## config.mk

```make
export PLATFORM = sky130hd
export DESIGN_NAME = dp_alu
export DESIGN_NICKNAME = d
export VERILOG_FILES = /design/src/rtl/dpalu_pkg.sv /design/src/rtl/dpalu_addsub.sv /design/src/rtl/dpalu_logic.sv /design/src/rtl/dpalu_flags.sv /design/src/rtl/dp_alu.sv
export SDC_FILE = /design/constraint.sdc
export NUM_CORES = 1
export LEC_CHECK = 0
export ABC_CLOCK_PERIOD_IN_PS = 11200
export CAP_MARGIN = 10
export CORE_ASPECT_RATIO = 1.2
export CORE_MARGIN = 2
export CORE_UTILIZATION = 34
export DETAILED_ROUTE_END_ITERATION = 12
export SLEW_MARGIN = 20
export SYNTH_ARGS = -nofsm -noshare
export SYNTH_HDL_FRONTEND = slang
export SYNTH_SLANG_ARGS = --single-unit
```

## constraint.sdc

```tcl
create_clock -name vclk -period 11.2
set_clock_uncertainty 0.2 [all_clocks]
set_input_delay 2.24 -clock vclk [all_inputs]
set_output_delay 2.24 -clock vclk [all_outputs]
set_load 0.005 [all_outputs]
```

## src/rtl/dpalu_pkg.sv

```systemverilog
// Package: shared opcode encoding and flag layout for the data-processing ALU.
// Assumes the opcode values match the instruction decoder field at bits 24:21.
package dpalu_pkg;

    typedef enum logic [3:0] {
        OPC_AND   = 4'h0,
        OPC_XOR   = 4'h1,
        OPC_SUB   = 4'h2,
        OPC_RSUB  = 4'h3,
        OPC_ADD   = 4'h4,
        OPC_ADDC  = 4'h5,
        OPC_SUBC  = 4'h6,
        OPC_RSUBC = 4'h7,
        OPC_TSTA  = 4'h8,
        OPC_TSTX  = 4'h9,
        OPC_CMPS  = 4'hA,
        OPC_CMPA  = 4'hB,
        OPC_OR    = 4'hC,
        OPC_MOVE  = 4'hD,
        OPC_CLR   = 4'hE,
        OPC_MOVN  = 4'hF
    } dp_opc_e;

    // Flag vector layout, MSB first: negative, zero, carry, overflow.
    typedef struct packed {
        logic n;
        logic z;
        logic c;
        logic v;
    } dp_flags_t;

    // Compare codes write no result and always update the flags.
    function automatic logic opc_is_compare(input logic [3:0] opc);
        return (opc[3:2] == 2'b10);
    endfunction

    // Codes whose result and C/V come from the adder.
    function automatic logic opc_is_arith(input logic [3:0] opc);
        return (opc[3:2] == 2'b01) || (opc == 4'h2) || (opc == 4'h3) ||
               (opc == 4'hA) || (opc == 4'hB);
    endfunction

endpackage

```

## src/rtl/dpalu_addsub.sv

```systemverilog
// Module: shared adder for all add, subtract, reverse subtract and arithmetic
// compare codes. Subtraction is done as x + ~y + carry-in, so the carry-out
// already means "no borrow". Assumes codes outside the adder set are ignored
// by the caller.
module dpalu_addsub #(
    parameter int WIDTH = 32
) (
    input  logic [3:0]       opcode,
    input  logic [WIDTH-1:0] op_a,
    input  logic [WIDTH-1:0] op_b,
    input  logic             carry_in,
    output logic [WIDTH-1:0] sum,
    output logic             carry_out,
    output logic             overflow
);
    import dpalu_pkg::*;

    localparam int SW = WIDTH + 1;

    logic [WIDTH-1:0] add_x;
    logic [WIDTH-1:0] add_y;
    logic             add_ci;
    logic [SW-1:0]    full_sum;

    // Select addends and carry-in so every form reduces to one addition.
    always_comb begin
        add_x  = op_a;
        add_y  = op_b;
        add_ci = 1'b0;
        case (opcode)
            OPC_SUB, OPC_CMPS: begin
                add_y  = ~op_b;
                add_ci = 1'b1;
            end
            OPC_RSUB: begin
                add_x  = op_b;
                add_y  = ~op_a;
                add_ci = 1'b1;
            end
            OPC_ADDC: begin
                add_ci = carry_in;
            end
            OPC_SUBC: begin
                add_y  = ~op_b;
                add_ci = carry_in;
            end
            OPC_RSUBC: begin
                add_x  = op_b;
                add_y  = ~op_a;
                add_ci = carry_in;
            end
            default: begin
                add_ci = 1'b0;
            end
        endcase
    end

    // One carry chain one bit wider than the datapath.
    always_comb begin
        full_sum = {1'b0, add_x} + {1'b0, add_y} + {{WIDTH{1'b0}}, add_ci};
    end

    // Expose sum, carry and signed overflow of the effective addition.
    always_comb begin
        sum       = full_sum[WIDTH-1:0];
        carry_out = full_sum[WIDTH];
        overflow  = (add_x[WIDTH-1] == add_y[WIDTH-1]) &&
                    (full_sum[WIDTH-1] != add_x[WIDTH-1]);
    end

endmodule

```

## src/rtl/dpalu_logic.sv

```systemverilog
// Module: bitwise logic, move and move-inverted results, including the logic
// compare codes. Assumes the adder codes are routed elsewhere (output is zero).
module dpalu_logic #(
    parameter int WIDTH = 32
) (
    input  logic [3:0]       opcode,
    input  logic [WIDTH-1:0] op_a,
    input  logic [WIDTH-1:0] op_b,
    output logic [WIDTH-1:0] value
);
    import dpalu_pkg::*;

    // Pick the bitwise function named by the opcode.
    always_comb begin
        case (opcode)
            OPC_AND, OPC_TSTA: value = op_a & op_b;
            OPC_XOR, OPC_TSTX: value = op_a ^ op_b;
            OPC_OR:            value = op_a | op_b;
            OPC_MOVE:          value = op_b;
            OPC_CLR:           value = op_a & ~op_b;
            OPC_MOVN:          value = ~op_b;
            default:           value = '0;
        endcase
    end

endmodule

```

## src/rtl/dpalu_flags.sv

```systemverilog
// Module: next-flag generator. Chooses the carry and overflow source by
// operation class and holds the incoming flags when no update is requested.
// Assumes the caller marks compare codes as forced updates.
module dpalu_flags #(
    parameter int WIDTH = 32
) (
    input  logic [WIDTH-1:0] value,
    input  logic             is_arith,
    input  logic             force_update,
    input  logic             set_flags,
    input  logic [3:0]       flags_in,
    input  logic             add_carry,
    input  logic             add_overflow,
    input  logic             shift_carry,
    output logic [3:0]       flags_out
);
    import dpalu_pkg::*;

    dp_flags_t cur;
    dp_flags_t nxt;
    logic      do_update;

    // Decide whether this operation writes the flags.
    always_comb begin
        do_update = set_flags | force_update;
        cur       = dp_flags_t'(flags_in);
    end

    // Build the next flag set from the result and the chosen carry source.
    always_comb begin
        nxt = cur;
        if (do_update) begin
            nxt.n = value[WIDTH-1];
            nxt.z = (value == '0);
            if (is_arith) begin
                nxt.c = add_carry;
                nxt.v = add_overflow;
            end else begin
                nxt.c = shift_carry;
                nxt.v = cur.v;
            end
        end
        flags_out = nxt;
    end

endmodule

```

## src/rtl/dp_alu.sv

```systemverilog
// Module: top of the data-processing ALU. Combinational: classifies the
// opcode, runs the adder and logic unit in parallel, selects the result and
// computes the next flags. Assumes operand B has already passed the shifter.
module dp_alu #(
    parameter int WIDTH = 32
) (
    input  logic [3:0]       opcode,
    input  logic             set_flags,
    input  logic [WIDTH-1:0] op_a,
    input  logic [WIDTH-1:0] op_b,
    input  logic [3:0]       flags_in,
    input  logic             shift_carry,
    output logic [WIDTH-1:0] result,
    output logic             result_we,
    output logic [3:0]       flags_out
);
    import dpalu_pkg::*;

    logic             cls_arith;
    logic             cls_compare;
    logic [WIDTH-1:0] arith_value;
    logic             arith_carry;
    logic             arith_ovf;
    logic [WIDTH-1:0] logic_value;

    // Classify the opcode once for all consumers.
    always_comb begin
        cls_arith   = opc_is_arith(opcode);
        cls_compare = opc_is_compare(opcode);
    end

    dpalu_addsub #(.WIDTH(WIDTH)) u_addsub (
        .opcode    (opcode),
        .op_a      (op_a),
        .op_b      (op_b),
        .carry_in  (flags_in[1]),
        .sum       (arith_value),
        .carry_out (arith_carry),
        .overflow  (arith_ovf)
    );

    dpalu_logic #(.WIDTH(WIDTH)) u_logic (
        .opcode (opcode),
        .op_a   (op_a),
        .op_b   (op_b),
        .value  (logic_value)
    );

    // Steer the result and gate the destination write.
    always_comb begin
        result    = cls_arith ? arith_value : logic_value;
        result_we = ~cls_compare;
    end

    dpalu_flags #(.WIDTH(WIDTH)) u_flags (
        .value        (result),
        .is_arith     (cls_arith),
        .force_update (cls_compare),
        .set_flags    (set_flags),
        .flags_in     (flags_in),
        .add_carry    (arith_carry),
        .add_overflow (arith_ovf),
        .shift_carry  (shift_carry),
        .flags_out    (flags_out)
    );

endmodule

```

==> impl_results.md <==
- Die area: approximately 16000 um2
- Seq_cells: 0
- P&R area growth vs syn: 24.42%
- Post-CTS Setup Bufs: 0
- Reg area: 0 um2
- Vias in the first global route: a little over 6000
- Start point of the critical path: opcode[2]
- Sw frac: 55.26%
- Place WS: 0.7556 ns
- Per-cell routed wire length: approximately 18 um
- Largest family of logic cells by synthesized area: compound AO/OA/AOI/OAI gates
- Worst path arrival time: 8.06 ns
- Cell Area, Placed: 6502 um2
- Critical path launch point type: input pin
- Crit-path slowest cell: clkdlybuf4s50_1
- Initial Utilization: a little over a third
- Maximum number of pins on one net before global-route repair: 52
- Mapped Nets: 1007
- Port-buffer cells: between 100 and 150
- Layout Utilization: 43.29%
- Io pins: ~110
- CORE AREA: roughly 15000 um2
- Worst path max stage delay: 0.59 ns
- Fraction of synthesized cell area in xor and xnor cells: approximately 7%
- Vias per cell: 5.817
- Final routed DRC violation total: 0
- Post-synthesis sequential area ratio: 0%
- Ys Warns: 0
- Finished Layout Cells: 1146
- Worst slew pin tran: between 0.9 and 1 ns
- Nets@finish: about 1100
- First-pass GRT wire length: approximately 33 mm
- Post-Layout Inst Area: around 6500 um2
- Setup_tns: 0 ns
- Cell taking the most area after synthesis: ha_1
- CP Cell Sequence: clkdlybuf4s50_1 > and2_4 > nor3_2 > a21o_1 > buf_4 > nand2_1 > o21ai_0 > o21ai_0 > fa_1 > a211oi_1 > o21ai_0 > a31oi_1 > xor2_1 > o21ai_0 > or4b_1 > nor4_1 > nand4_1 > or4_1 > o31ai_2 > clkdlybuf4s50_1
- Crit Path Class: input pin to output port
- Combinational cell fraction of total power: 100.0%
- DRT antenna net count: 0
- Crit path time final: approximately 10 ns
- Die Width: around 120 um
- Cell count after synthesis: slightly below 900
- Distinct cells, synth: around 70
- RSZ-0062 raised after global routing: no
- Max IR drop VDD: 0.00003574 V
- Power, Total: between 400 and 500 uW
- Filler cells: roughly 1700
- Synth top cells by count: o21ai_0 (145), nand2_1 (123), inv_1 (74)
- Syn Area/Cell: roughly 6.0 um2
- CTS resizes: 0
- Synth Area in Adders: approximately 16%
- M2 GR Usage: 41.44%
- Setup violators final: 0
- GR Util All Layers: between 20% and 30%
- Busiest layer in global routing: met2
- Hold_sp: flags_in[2]
- Status: complete, no violations
- Area fraction of the dominant cell type after synthesis: 15.08%
- Synth area leaders: ha_1 (15%), o21ai_0 (14%), nand2_1 (8.8%)
- Max-cap violations: 0
- PwrDens: about 70 nW/um2
- Critical path fanouts, max: 31
- WHS: approximately 5.3 ns
- Crit-path most repeated cell: o21ai_0
- Die height: roughly 140 um
- Detailed Route Iter0 Violations: 452
- Total gr overflow: 0
- Mux contribution to synthesized area: under 10%
- Final-report max-slew violation count: 0
- GR Util met1: between 30 and 40%
- Switching power: between 200 and 300 uW
- Int Pwr: 204.1 uW
- Num rows: 49
- Wirelength, routed: between 20 and 25 mm
- Mapped cell area: 5226 um2
- Fin. Hold Viols: 0
- Flop pwr share: 0%
- Antenna cells: 0
- Clk network pwr share: 0%
- GPL Wtd Cong: about 0.94
- Setup ws final: between 0.7 and 0.8 ns
- CP Capture Type: output port
- Simple-gate share of the synthesized area: about a quarter
- Fraction of layout cells with a size suffix above 1: 4.034%
- DP HPWL: between 15 and 20 mm
- # clk buffers: 0
- Static Leakage: approximately 2.8 nW
- Fmax: about 95 MHz
- Number of hold buffers added after CTS: 0
- Area of the multi-input gates: about 4700 um2
- Slew headroom: about 34%
- DRT Pass-1 Iters: 5
- Worst Path Required: 8.76 ns
- Hold Crit Class: input pin to output port
- Initial antenna violation count: 0
- Routed vias: 6666
- Grt met3 use: between 1 and 1.5%
- Most common cell in the netlist: o21ai_0
- Synth Area in Compound Gates: around 41%
- Post-Place Cells: about 1100
- Share of the clock period used by the worst path: between 90% and 100%
worst paths after layout:
path                        to  slack [ns]  cells after the start
setup / recovery  flags_out[2]        0.70                     20
hold / removal    flags_out[2]        5.25                      4
critical path: cells and delay by family:
| kind | cells | cell delay [ns] |
|---|---|---|
| xor+xnor | 1 | 0.17 |
| compound gates | 8 | 1.56 |
| simple gates | 7 | 2.12 |
| buf+inv | 3 | 1.48 |
| fa+ha+maj | 1 | 0.46 |
metal layers:
metal | part of all wire [%] | routed length [um]
met5 | 0 | 0
met4 | 3.1 | 644
met3 | 6.3 | 1318
met2 | 47 | 9781
met1 | 43 | 9018
placed cells by master, fill, tap and decap left out, types with 5 or more instances in the layout:
| master | instances |
|---|---|
| a21o_1 | 15 |
| a221oi_1 | 14 |
| o22ai_1 | 13 |
| nand2_1 | 122 |
| nor3_1 | 16 |
| buf_4 | 18 |
| o211ai_1 | 8 |
| ha_1 | 63 |
| o21a_1 | 6 |
| a22oi_1 | 7 |
| inv_1 | 74 |
| nor2_1 | 57 |
| nand4_1 | 11 |
| a21oi_1 | 67 |
| a31oi_1 | 7 |
| nand2b_1 | 6 |
| nor4_1 | 5 |
| o21ai_0 | 145 |
| a211oi_1 | 11 |
| mux2i_1 | 7 |
| xnor2_1 | 18 |
| and3_1 | 6 |
| xor2_1 | 24 |
| or3_1 | 9 |
| nand3_1 | 15 |
| clkdlybuf4s50_1 | 110 |
final cells by class:
type                       instances  area share (%)
inverter                          76           4.387
multi-input combinational        737           72.60
tap                              204           3.925
timing repair buffer             129           19.09
cell families after synthesis:
| kind of cell | Yosys count |
|---|---|
| adder cells (fa/ha/maj) | 65 |
| multiplexers | 8 |
| AO/OA/AOI/OAI | 347 |
| AND/OR/NAND/NOR | 275 |
| buffers and inverters | 131 |
| XOR/XNOR | 42 |
power by group through the flow:
stage	logic (mW)	registers (mW)	clock network, mW
2_1_floorplan	0.266	0	0
3_3_place_gp	0.450	0	0
3_5_place_dp	0.449	0	0
4_1_cts	0.452	0	0
5_1_grt	0.500	0	0
6_report	0.456	0	0
(Power assumes the default switching activity.)
